**src/rtl/ae_frame_pkg.sv**
```systemverilog
package ae_frame_pkg;

  localparam int FRAME_WORDS = 7;
  localparam int VEC_READS   = 2;
  localparam int FETCH_READS = 2;
  localparam int TOTAL_ACC   = FRAME_WORDS + VEC_READS + FETCH_READS;

  typedef enum logic [1:0] {
    ACC_IDLE,
    ACC_STACK,
    ACC_VECTOR,
    ACC_FETCH
  } acc_kind_e;

  // Byte offset of each frame write, measured up from the new stack pointer.
  // The write order is fixed behaviour.
  function automatic logic [3:0] frame_offset(input logic [3:0] slot);
    case (slot)
      4'd0:    frame_offset = 4'd12;
      4'd1:    frame_offset = 4'd8;
      4'd2:    frame_offset = 4'd10;
      4'd3:    frame_offset = 4'd6;
      4'd4:    frame_offset = 4'd4;
      4'd5:    frame_offset = 4'd0;
      4'd6:    frame_offset = 4'd2;
      default: frame_offset = 4'd0;
    endcase
  endfunction

endpackage

```
**src/rtl/ae_seq_timer.sv**
```systemverilog
module ae_seq_timer #(
  parameter int TOTAL = 50,
  parameter int SW    = $clog2(TOTAL + 1)
) (
  input  logic          clk,
  input  logic          rst_n,
  input  logic          launch,
  output logic          busy,
  output logic [SW-1:0] step,
  output logic          finish
);

  localparam logic [SW-1:0] LAST = SW'(TOTAL - 1);

  always_ff @(posedge clk or negedge rst_n) begin
    if (!rst_n) begin
      busy <= 1'b0;
      step <= '0;
    end else if (launch) begin
      busy <= 1'b1;
      step <= '0;
    end else if (busy) begin
      if (step == LAST) begin
        busy <= 1'b0;
        step <= '0;
      end else begin
        step <= step + 1'b1;
      end
    end
  end

  assign finish = busy && (step == LAST);

endmodule

```
**src/rtl/ae_bus_plan.sv**
```systemverilog
module ae_bus_plan
  import ae_frame_pkg::*;
#(
  parameter int ACC_CLKS = 4,
  parameter int IDLE_PRE = 4,
  parameter int IDLE_MID = 2,
  parameter int SW       = 6
) (
  input  logic          busy,
  input  logic [SW-1:0] step,
  output acc_kind_e     kind,
  output logic [3:0]    slot,
  output logic          beat_last
);

  // Accesses before the mid-sequence idle gap.
  localparam int SPAN_A  = (TOTAL_ACC - 1) * ACC_CLKS;
  localparam int LAST_AT = SPAN_A + IDLE_MID;

  always_comb begin
    int s;
    int acc;
    kind      = ACC_IDLE;
    slot      = '0;
    beat_last = 1'b0;
    acc       = -1;
    s         = int'(step) - IDLE_PRE;
    if (busy && s >= 0) begin
      if (s < SPAN_A) begin
        acc       = s / ACC_CLKS;
        beat_last = (s % ACC_CLKS) == ACC_CLKS - 1;
      end else if (s >= LAST_AT && s < LAST_AT + ACC_CLKS) begin
        acc       = TOTAL_ACC - 1;
        beat_last = (s - LAST_AT) == ACC_CLKS - 1;
      end
    end
    if (acc >= 0) begin
      slot = 4'(acc);
      if (acc < FRAME_WORDS)                  kind = ACC_STACK;
      else if (acc < FRAME_WORDS + VEC_READS) kind = ACC_VECTOR;
      else                                    kind = ACC_FETCH;
    end
  end

endmodule

```
**src/rtl/ae_frame_mux.sv**
```systemverilog
module ae_frame_mux
  import ae_frame_pkg::*;
#(
  parameter int                AW       = 32,
  parameter int                DW       = 16,
  parameter int                FCW      = 3,
  parameter logic [AW-1:0]     VEC_BASE = 32'd12,
  parameter logic [FCW-1:0]    FC_DATA  = 3'd5,
  parameter logic [FCW-1:0]    FC_PROG  = 3'd6
) (
  input  acc_kind_e        kind,
  input  logic [3:0]       slot,
  input  logic [AW-1:0]    pc_snap,
  input  logic [DW-1:0]    sr_snap,
  input  logic [DW-1:0]    ir_snap,
  input  logic [AW-1:0]    fa_snap,
  input  logic [DW-1:0]    st_snap,
  input  logic [AW-1:0]    ssp_new,
  input  logic [AW-1:0]    pc_cur,
  output logic             act,
  output logic             wr,
  output logic [AW-1:0]    addr,
  output logic [DW-1:0]    wdata,
  output logic [FCW-1:0]   fc
);

  localparam logic [3:0] VEC_LO_SLOT = 4'(FRAME_WORDS + 1);
  localparam logic [3:0] PF_HI_SLOT  = 4'(TOTAL_ACC - 1);

  always_comb begin
    act   = 1'b0;
    wr    = 1'b0;
    addr  = '0;
    wdata = '0;
    fc    = '0;
    case (kind)
      ACC_STACK: begin
        act  = 1'b1;
        wr   = 1'b1;
        fc   = FC_DATA;
        addr = ssp_new + AW'(frame_offset(slot));
        case (slot)
          4'd0:    wdata = pc_snap[DW-1:0];
          4'd1:    wdata = sr_snap;
          4'd2:    wdata = pc_snap[2*DW-1:DW];
          4'd3:    wdata = ir_snap;
          4'd4:    wdata = fa_snap[DW-1:0];
          4'd5:    wdata = st_snap;
          4'd6:    wdata = fa_snap[2*DW-1:DW];
          default: wdata = '0;
        endcase
      end
      ACC_VECTOR: begin
        act  = 1'b1;
        fc   = FC_DATA;
        addr = VEC_BASE + ((slot == VEC_LO_SLOT) ? AW'(2) : AW'(0));
      end
      ACC_FETCH: begin
        act  = 1'b1;
        fc   = FC_PROG;
        addr = pc_cur + ((slot == PF_HI_SLOT) ? AW'(2) : AW'(0));
      end
      default: ;
    endcase
  end

endmodule

```
**src/rtl/ae_frame_seq.sv**
```systemverilog
module ae_frame_seq
  import ae_frame_pkg::*;
#(
  parameter int             AW       = 32,
  parameter int             DW       = 16,
  parameter int             FCW      = 3,
  parameter int             ACC_CLKS = 4,
  parameter int             IDLE_PRE = 4,
  parameter int             IDLE_MID = 2,
  parameter logic [AW-1:0]  VEC_BASE = 32'd12,
  parameter logic [FCW-1:0] FC_DATA  = 3'd5,
  parameter logic [FCW-1:0] FC_PROG  = 3'd6
) (
  input  logic           clk,
  input  logic           rst_n,
  input  logic           start,
  input  logic [AW-1:0]  pc_in,
  input  logic [DW-1:0]  sr_in,
  input  logic [DW-1:0]  ir_in,
  input  logic [AW-1:0]  fault_addr,
  input  logic [DW-1:0]  stat_word,
  input  logic [AW-1:0]  ssp_in,
  input  logic [DW-1:0]  bus_rdata,
  output logic           busy,
  output logic           bus_act,
  output logic           bus_wr,
  output logic [AW-1:0]  bus_addr,
  output logic [DW-1:0]  bus_wdata,
  output logic [FCW-1:0] bus_fc,
  output logic [AW-1:0]  ssp_out,
  output logic [AW-1:0]  pc_out,
  output logic [DW-1:0]  pf_word0,
  output logic [DW-1:0]  pf_word1
);

  localparam int FRAME_BYTES = FRAME_WORDS * DW / 8;
  localparam int TOTAL_CLKS  = IDLE_PRE + TOTAL_ACC * ACC_CLKS + IDLE_MID;
  localparam int SW          = $clog2(TOTAL_CLKS + 1);
  localparam int FETCH_FROM  = IDLE_PRE + (FRAME_WORDS + VEC_READS) * ACC_CLKS;

  localparam logic [3:0] VEC_HI_SLOT = 4'(FRAME_WORDS);
  localparam logic [3:0] VEC_LO_SLOT = 4'(FRAME_WORDS + 1);
  localparam logic [3:0] PF_LO_SLOT  = 4'(FRAME_WORDS + VEC_READS);
  localparam logic [3:0] PF_HI_SLOT  = 4'(TOTAL_ACC - 1);

  logic          launch;
  logic [SW-1:0] step;
  logic          finish;
  acc_kind_e     kind;
  logic [3:0]    slot;
  logic          beat_last;

  logic [AW-1:0] pc_q, fa_q, ssp_q;
  logic [DW-1:0] sr_q, ir_q, st_q, vhi_q, pf0_q, pf1_q;

  assign launch = start && !busy;

  ae_seq_timer #(.TOTAL(TOTAL_CLKS), .SW(SW)) u_timer (
    .clk    (clk),
    .rst_n  (rst_n),
    .launch (launch),
    .busy   (busy),
    .step   (step),
    .finish (finish)
  );

  ae_bus_plan #(
    .ACC_CLKS (ACC_CLKS),
    .IDLE_PRE (IDLE_PRE),
    .IDLE_MID (IDLE_MID),
    .SW       (SW)
  ) u_plan (
    .busy      (busy),
    .step      (step),
    .kind      (kind),
    .slot      (slot),
    .beat_last (beat_last)
  );

  ae_frame_mux #(
    .AW       (AW),
    .DW       (DW),
    .FCW      (FCW),
    .VEC_BASE (VEC_BASE),
    .FC_DATA  (FC_DATA),
    .FC_PROG  (FC_PROG)
  ) u_mux (
    .kind    (kind),
    .slot    (slot),
    .pc_snap (pc_q),
    .sr_snap (sr_q),
    .ir_snap (ir_q),
    .fa_snap (fa_q),
    .st_snap (st_q),
    .ssp_new (ssp_q),
    .pc_cur  (pc_q),
    .act     (bus_act),
    .wr      (bus_wr),
    .addr    (bus_addr),
    .wdata   (bus_wdata),
    .fc      (bus_fc)
  );

  // Snapshot at launch; read data captured on the last clock of each read.
  always_ff @(posedge clk or negedge rst_n) begin
    if (!rst_n) begin
      pc_q  <= '0;
      fa_q  <= '0;
      ssp_q <= '0;
      sr_q  <= '0;
      ir_q  <= '0;
      st_q  <= '0;
      vhi_q <= '0;
      pf0_q <= '0;
      pf1_q <= '0;
    end else if (launch) begin
      pc_q  <= pc_in;
      fa_q  <= fault_addr;
      sr_q  <= sr_in;
      ir_q  <= ir_in;
      st_q  <= stat_word;
      ssp_q <= ssp_in - AW'(FRAME_BYTES);
    end else if (beat_last && kind != ACC_STACK) begin
      if (slot == VEC_HI_SLOT)      vhi_q <= bus_rdata;
      else if (slot == VEC_LO_SLOT) pc_q  <= {vhi_q, bus_rdata};
      else if (slot == PF_LO_SLOT)  pf0_q <= bus_rdata;
      else if (slot == PF_HI_SLOT)  pf1_q <= bus_rdata;
    end
  end

  assign ssp_out  = ssp_q;
  assign pc_out   = pc_q;
  assign pf_word0 = pf0_q;
  assign pf_word1 = pf1_q;

endmodule

```
**config.mk**
```make
export PLATFORM = sky130hd
export DESIGN_NAME = ae_frame_seq
export DESIGN_NICKNAME = d
export VERILOG_FILES = /design/src/rtl/ae_frame_pkg.sv /design/src/rtl/ae_seq_timer.sv /design/src/rtl/ae_bus_plan.sv /design/src/rtl/ae_frame_mux.sv /design/src/rtl/ae_frame_seq.sv
export SDC_FILE = /design/constraint.sdc
export NUM_CORES = 1
export LEC_CHECK = 0
export BUFFER_PORTS_ARGS = -buffer_cell sky130_fd_sc_hd__buf_2
export CAP_MARGIN = 5
export CELL_PAD_IN_SITES_DETAIL_PLACEMENT = 0
export CELL_PAD_IN_SITES_GLOBAL_PLACEMENT = 1
export CORE_MARGIN = 10
export CORE_UTILIZATION = 40
export CTS_BUF_LIST = sky130_fd_sc_hd__clkbuf_16
export CTS_CLUSTER_SIZE = 28
export DETAILED_ROUTE_END_ITERATION = 12
export PLACE_DENSITY = 0.89
export SETUP_SLACK_MARGIN = 0.2
export SLEW_MARGIN = 30
export SYNTH_ARGS = -nofsm -noshare
export SYNTH_HDL_FRONTEND = slang
export SYNTH_SLANG_ARGS = --single-unit
```
**constraint.sdc**
```tcl
create_clock -name clk -period 11.32 [get_ports clk]
set_input_delay 1.132 -clock clk [delete_from_list [all_inputs] [get_ports clk]]
set_output_delay 1.132 -clock clk [all_outputs]
set_load 0.05 [all_outputs]
```
==> reports/metrics.cfg, run 1 <==
[cells_and_area]
finalNetCount = 1767
nFillCells = 2778
drive_above_1_share_pct = 27.6
post-route-util_pct = 49.0
area_growth_syn_to_layout_pct = 20.8

[logic_synthesis]
syn_inst = 1311
synth_nets = 1506
avgSynthCellArea_um2 = 8.91
synthFlopType = dfrtp_1
ys_ff_latch = 199
async_flop_share_pct = 100
yosys_warnings = 0
synth-edff-count = 0
yosysUniqueCellTypes = 70
netlist_area_um2 = 11700
synth-seq-area-share_pct = 42.6

[clock_tree]
insertion_delay_ns = 0.44
cts-htree-levels = 4
clockBufferDepth = 2
cts_resized = 0
cts_sinks = 199
cts_tree = yes
post_cts_buffers = 0
cts_buffers = 17
cts-root-buf = clkbuf_16
clkTransAtPathRegs_ns = 0.08
postCtsHoldBufs = 0

[worst_setup_path]
cpMaxStageDelayCell = xor3_1
critPathKind = reg2out
endpoint_kind = output pin
crit_chain = inv_1 -> ha_1 -> or3b_2 -> nor2_1 -> ha_1 -> ha_1 -> xor3_1 -> a2111oi_0 -> a211o_1 -> and3_1 -> ha_1 -> nand3_1 -> nor3_1 -> nand3_1 -> nor4_1 -> xnor2_1 -> o32ai_1 -> buf_2
r2r_start = u_timer.step[2]$_DFFE_PN0P_
crit_buf_inv = 2
r2r_setup_slack_ns = 5.90
critPathMostFrequentCell = ha_1
cp.required_ns = 10.19
reg2regPathDepth = 12
cp_top_family = simple AND/OR/NAND/NOR gates
cp_max_fo = 22
r2r_end = pf_word0[7]$_DFFE_PN0P_
crit_arrival_ns = 7.19
crit_cells = 18
crit_path_start_kind = flip-flop
max_stage_delay_ns = 0.77

[route]
routedWlPerCell_um = 23.2
drtIter0Drc = 1285
route.detailed.drc = 0
routed_wl_um = 45900
vias = 11041
drt_pass1_iterations = 7
ant_nets = 0
routed_via_density = 5.59

[hold_path]
hold_end = st_q[4]$_DFFE_PN0P_
hp-start = st_q[4]$_DFFE_PN0P_
worstHoldPathType = reg2reg
holdPathStages = 2

[status]
status = finished clean

[floorplan]
die-area_um2 = 36400
die_y_um = 191
row_count = 62
io_pins = 313
die-width_um = 191
core_area_um2 = 28800
start_util_pct = 40.6

[timing]
finalHoldViolations = 0
finalMaxSlewViolations = 0
skew_ns = 0.0107
setup_violations = 0
finalSetupTns_ns = 0
max_freq_mhz = 120
min_period_ns = 8.32
worst_pin_slew_ns = 0.903
fin_crit_sh_pct = 73.5
relSlewSlack_pct = 39.7
grt_setup_unrepaired = no

[pwr]
seq_power_share_pct = 47.2
sw_frac_of_total_pct = 32.0
clkPwrFrac_pct = 38.0
p_per_area_nw_per_um2 = 119
pwr-share-comb_pct = 14.9
power.internal_mw = 1.14
ir_drop_mv = 0.101
power_switching_mw = 0.537
leakage_nw = 6.71

[global_route]
grt_pass1_wl_um = 68300
grt.total_usage_pct = 24.4
grt_pass1_vias = 11050
grt_overflow_total = 0
grt_max_degree = 101
antenna_found_initial = 8

[flow_run]
drv_cap = 0

[placed_design]
port_buffers = 312
dp_hpwl_um = 35200
place.gp.congestion = 0.961

[layout by cell type (no fill, tap or decap), drive strengths merged, types with 38 or more instances in the layout]
master / n
nand2: 355
buf: 323
dfrtp: 199
mux2: 64
nor2: 56
o21ai: 56
inv: 53
xnor2: 50
nand3: 42
xor2: 38
[cells in the mapped netlist (5+ instances only)]
cell type / instances / area (um^2)
or3_1: 11 / 68.8
mux2_4: 10 / 150
dfrtp_1: 199 / 4980
mux2_2: 54 / 608
nor3_1: 14 / 70.1
a221o_1: 22 / 220
nand2_1: 355 / 1330
inv_1: 44 / 165
buf_6: 5 / 56.3
a31oi_1: 6 / 37.5
and3_1: 8 / 50.1
nor2b_1: 6 / 37.5
clkbuf_1: 60 / 225
a21o_1: 5 / 37.5
ha_1: 31 / 388
a222oi_1: 15 / 150
nor2_1: 56 / 210
a21oi_1: 30 / 150
o21ai_0: 55 / 275
xor2_1: 38 / 333
a221oi_1: 12 / 105
a32o_1: 16 / 160
nand3_1: 42 / 210
buf_2: 10 / 50.1
nor4_1: 8 / 50.1
and2_1: 27 / 169
o22ai_1: 29 / 181
nand4_1: 20 / 125
xnor2_1: 50 / 438
[layout make-up]
class                   instances  area (um^2)  share of cell area, %
inverters                      45          169                   1.20
multi-input cells             985         6190                   43.9
clock inverters                15          179                   1.27
diodes                          6         15.0                  0.106
flip-flops and latches        199         4980                   35.3
clock buffers                  17          425                   3.01
well taps                     384          480                   3.41
repair buffers                324         1670                   11.8
[power groups by stage]
stage	clock network [mW]	registers, mW	logic (mW)
after detailed placement	0	0.804	0.250
after CTS	0.646	0.790	0.251
after global routing	0.675	0.795	0.267
final	0.638	0.792	0.250
after floorplan	0	0.849	0.0868
after global placement	0	0.803	0.248
[metrics by stage]
stage	cells	setup slack [ns]	hold slack [ns]	total power, mW	area (um^2)
5_1_grt	1972	2.33	0.488	1.74	14100
3_3_place_gp	1936	3.67	0.453	1.05	13500
2_1_floorplan	1311	3.97	0.440	0.936	11700
4_1_cts	1968	2.99	0.481	1.69	14100
6_report	1975	3.00	0.477	1.68	14100
3_5_place_dp	1936	3.49	0.457	1.05	13500
[cell families (layout without fill, tap and decap cells)]
logic type,Yosys count,after routing,synth area share (%)
other,0,6,0
AND/OR/NAND/NOR,581,581,22.4
flip-flops,199,199,42.6
adder cells (fa/ha/maj),32,32,3.49
XOR/XNOR,90,90,7.00
buffers and inverters,127,401,4.64
AO/OA/AOI/OAI,215,215,13.1
multiplexers,67,67,6.75
[tightest hold or removal path: cells and delay by family (launching register included)]
kind / cells / cell delay, ns
simple gates: 2 / 0.11
flops: 1 / 0.34
[worst max path at each step]
stage / start / to / slack [ns]
after floorplan: u_timer.step[2]$_DFFE_PN0P_ / bus_addr[28] / 3.97
after global placement: u_timer.step[2]$_DFFE_PN0P_ / bus_addr[28] / 3.67
after detailed placement: u_timer.step[2]$_DFFE_PN0P_ / bus_addr[28] / 3.49
after CTS: u_timer.step[2]$_DFFE_PN0P_ / bus_addr[28] / 2.99
after global routing: u_timer.step[2]$_DFFE_PN0P_ / bus_addr[28] / 2.33
final: u_timer.step[2]$_DFFE_PN0P_ / bus_addr[28] / 3.00
[layer usage]
| layer | track usage (%) | wire (um) |
|---|---|---|
| met3 | 8.38 | 5060 |
| met5 | 0 | 16 |
| met1 | 31.5 | 18700 |
| met4 | 8.39 | 1200 |
| met2 | 37.4 | 20900 |
[flip-flops by register name, indices dropped and copies added (netlist names)]
name          cells
u_timer.step      6
ir_q             16
u_timer.busy      1
vhi_q            16
pc_out           32
sr_q             16
ssp_out          32
fa_q             32
pf_word1         16
pf_word0         16
st_q             16
No activity file was read; power rests on OpenSTA's default activity.
==> run 2, diff against run 1 <==
==> constraint.sdc (replaced) <==
create_clock -name clk -period 8.2 [get_ports clk]
set_input_delay 0.82 -clock clk [delete_from_list [all_inputs] [get_ports clk]]
set_output_delay 0.82 -clock clk [all_outputs]
set_load 0.05 [all_outputs]
==> run 2 against run 1 <==
Via count is 0.56% lower. Critical path depth up 2. Non-clock buffer count is 2 higher. Clock-buffer cell count unchanged. Sequential share of layout area decreased by 0.056 points. Largest cell class unchanged. Largest power group unchanged. Highest routed layer unchanged.
==> reports/metrics.cfg, run 2 (synthesized netlist as in run 1, its figures left out) <==
[status]
status = finished clean

[worst_setup_path]
critPathKind = reg2out
endpoint_kind = output pin
crit_path_start_kind = flip-flop
cp.required_ns = 7.38
cp_max_fo = 22
crit_arrival_ns = 6.57

[floorplan]
row_count = 62
core_area_um2 = 28800
die_y_um = 191
die-width_um = 191
die-area_um2 = 36400
io_pins = 313
start_util_pct = 40.6

[timing]
fin_crit_sh_pct = 90.1
relSlewSlack_pct = 37.7
worst_pin_slew_ns = 0.935
finalMaxSlewViolations = 0
finalHoldViolations = 0
setup_violations = 0
max_freq_mhz = 135
min_period_ns = 7.39
grt_setup_unrepaired = no
finalSetupTns_ns = 0
skew_ns = 0.0134

[clock_tree]
cts_sinks = 199
clkTransAtPathRegs_ns = 0.08
cts-root-buf = clkbuf_16
insertion_delay_ns = 0.45
cts-htree-levels = 4
post_cts_buffers = 0
cts_tree = yes
clockBufferDepth = 2
cts_buffers = 17

[flow_run]
drv_cap = 0

[route]
routed_via_density = 5.56
routedWlPerCell_um = 22.5
routed_wl_um = 44500
drtIter0Drc = 943
drt_pass1_iterations = 6
ant_nets = 0
route.detailed.drc = 0
vias = 10979

[cells_and_area]
nFillCells = 2862
drive_above_1_share_pct = 27.9
design_area_um2 = 14100
area_growth_syn_to_layout_pct = 21.0
layout_common_cells = nand2_1, buf_2, dfrtp_1, nor2_1, o21ai_0
final_common_cell = nand2_1
finalNetCount = 1769

[global_route]
grt_pass1_wl_um = 66900
grt_pass1_vias = 11053
grt_overflow_total = 0
antenna_found_initial = 4
grt_max_degree = 87
grt.total_usage_pct = 23.7

[placed_design]
place_area_um2 = 13500
dp_hpwl_um = 34400
place.gp.congestion = 0.960
port_buffers = 312

[hold_path]
worstHoldPathType = in2async

[pwr]
ir_drop_mv = 0.131
p_per_area_nw_per_um2 = 165
power_mw = 2.33
leakage_nw = 6.73

-- run 2: repair_timing --
action | 4_1_cts | 5_1_grt
resized for setup | 0 | 1
hold buffers | 0 | 0
endpoints found under the setup margin | 0 | 2
-- run 2: layout make-up --
class                   instances  area [um^2]  share of cell area, %
multi-input cells             985         6190                   43.8
flip-flops and latches        199         4980                   35.2
repair buffers                326         1680                   11.9
well taps                     384          480                   3.40
clock buffers                  17          425                   3.01
clock inverters                15          190                   1.35
inverters                      45          169                   1.20
diodes                          5         12.5                 0.0885
-- run 2: report_power, final --
group          leakage, nW  internal [mW]  switching [mW]
clock                0.301          0.466           0.432
sequential            2.44           1.03          0.0607
combinational         3.98          0.107           0.238
-- run 2: per-stage QoR --
step / hold WS (ns) / utilization, % / setup WS (ns) / instances
6_report: 0.397 / 49.1 / 0.809 / 1976
5_1_grt: 0.437 / 49.1 / 0.262 / 1972
4_1_cts: 0.432 / 49.0 / 0.659 / 1970
3_5_place_dp: 0.459 / 46.9 / 1.12 / 1938
3_3_place_gp: 0.453 / 46.8 / 1.33 / 1938
2_1_floorplan: 0.440 / - / 1.16 / 1311
-- run 2: metal layers --
layer	global-route usage, %	up-vias	part of all wire, %
met5	0	-	0.029
met4	5.48	2	1.5
met3	7.02	52	9.2
met2	38.7	491	47
met1	30.3	5361	42
li1	-	5073	-
-- run 2: final timing paths --
check / startpoint / endpoint / slack (ns) / depth (start not counted)
worst max-delay path: u_timer.step[2]$_DFFE_PN0P_ / bus_addr[28] / 0.81 / 20
worst min-delay path: rst_n / fa_q[21]$_DFFE_PN0P_ / 0.40 / 1
worst max register to register: u_timer.step[2]$_DFFE_PN0P_ / pf_word0[8]$_DFFE_PN0P_ / 3.04 / 12
worst min register to register: st_q[15]$_DFFE_PN0P_ / st_q[15]$_DFFE_PN0P_ / 0.48 / 2
max in group asynchronous: rst_n / ssp_out[17]$_DFFE_PN0P_ / 6.50 / 2
min in group clk: st_q[15]$_DFFE_PN0P_ / st_q[15]$_DFFE_PN0P_ / 0.48 / 2
-- run 2: critical path, cell delays in order (launching register included) --
cell and delay (ns):
dfrtp_1 0.50, inv_1 0.16, ha_2 0.38, or3b_2 0.64, nor2_1 0.14, ha_1 0.17
ha_1 0.26, xor3_1 0.44, buf_4 0.22, a2111oi_0 0.39, a211o_1 0.16, buf_4 0.24
and3_1 0.21, ha_1 0.18, nand3_1 0.19, nor3_1 0.48, nand3_1 0.31, nor4_1 0.40
xnor2_1 0.11, o32ai_1 0.22, buf_2 0.32
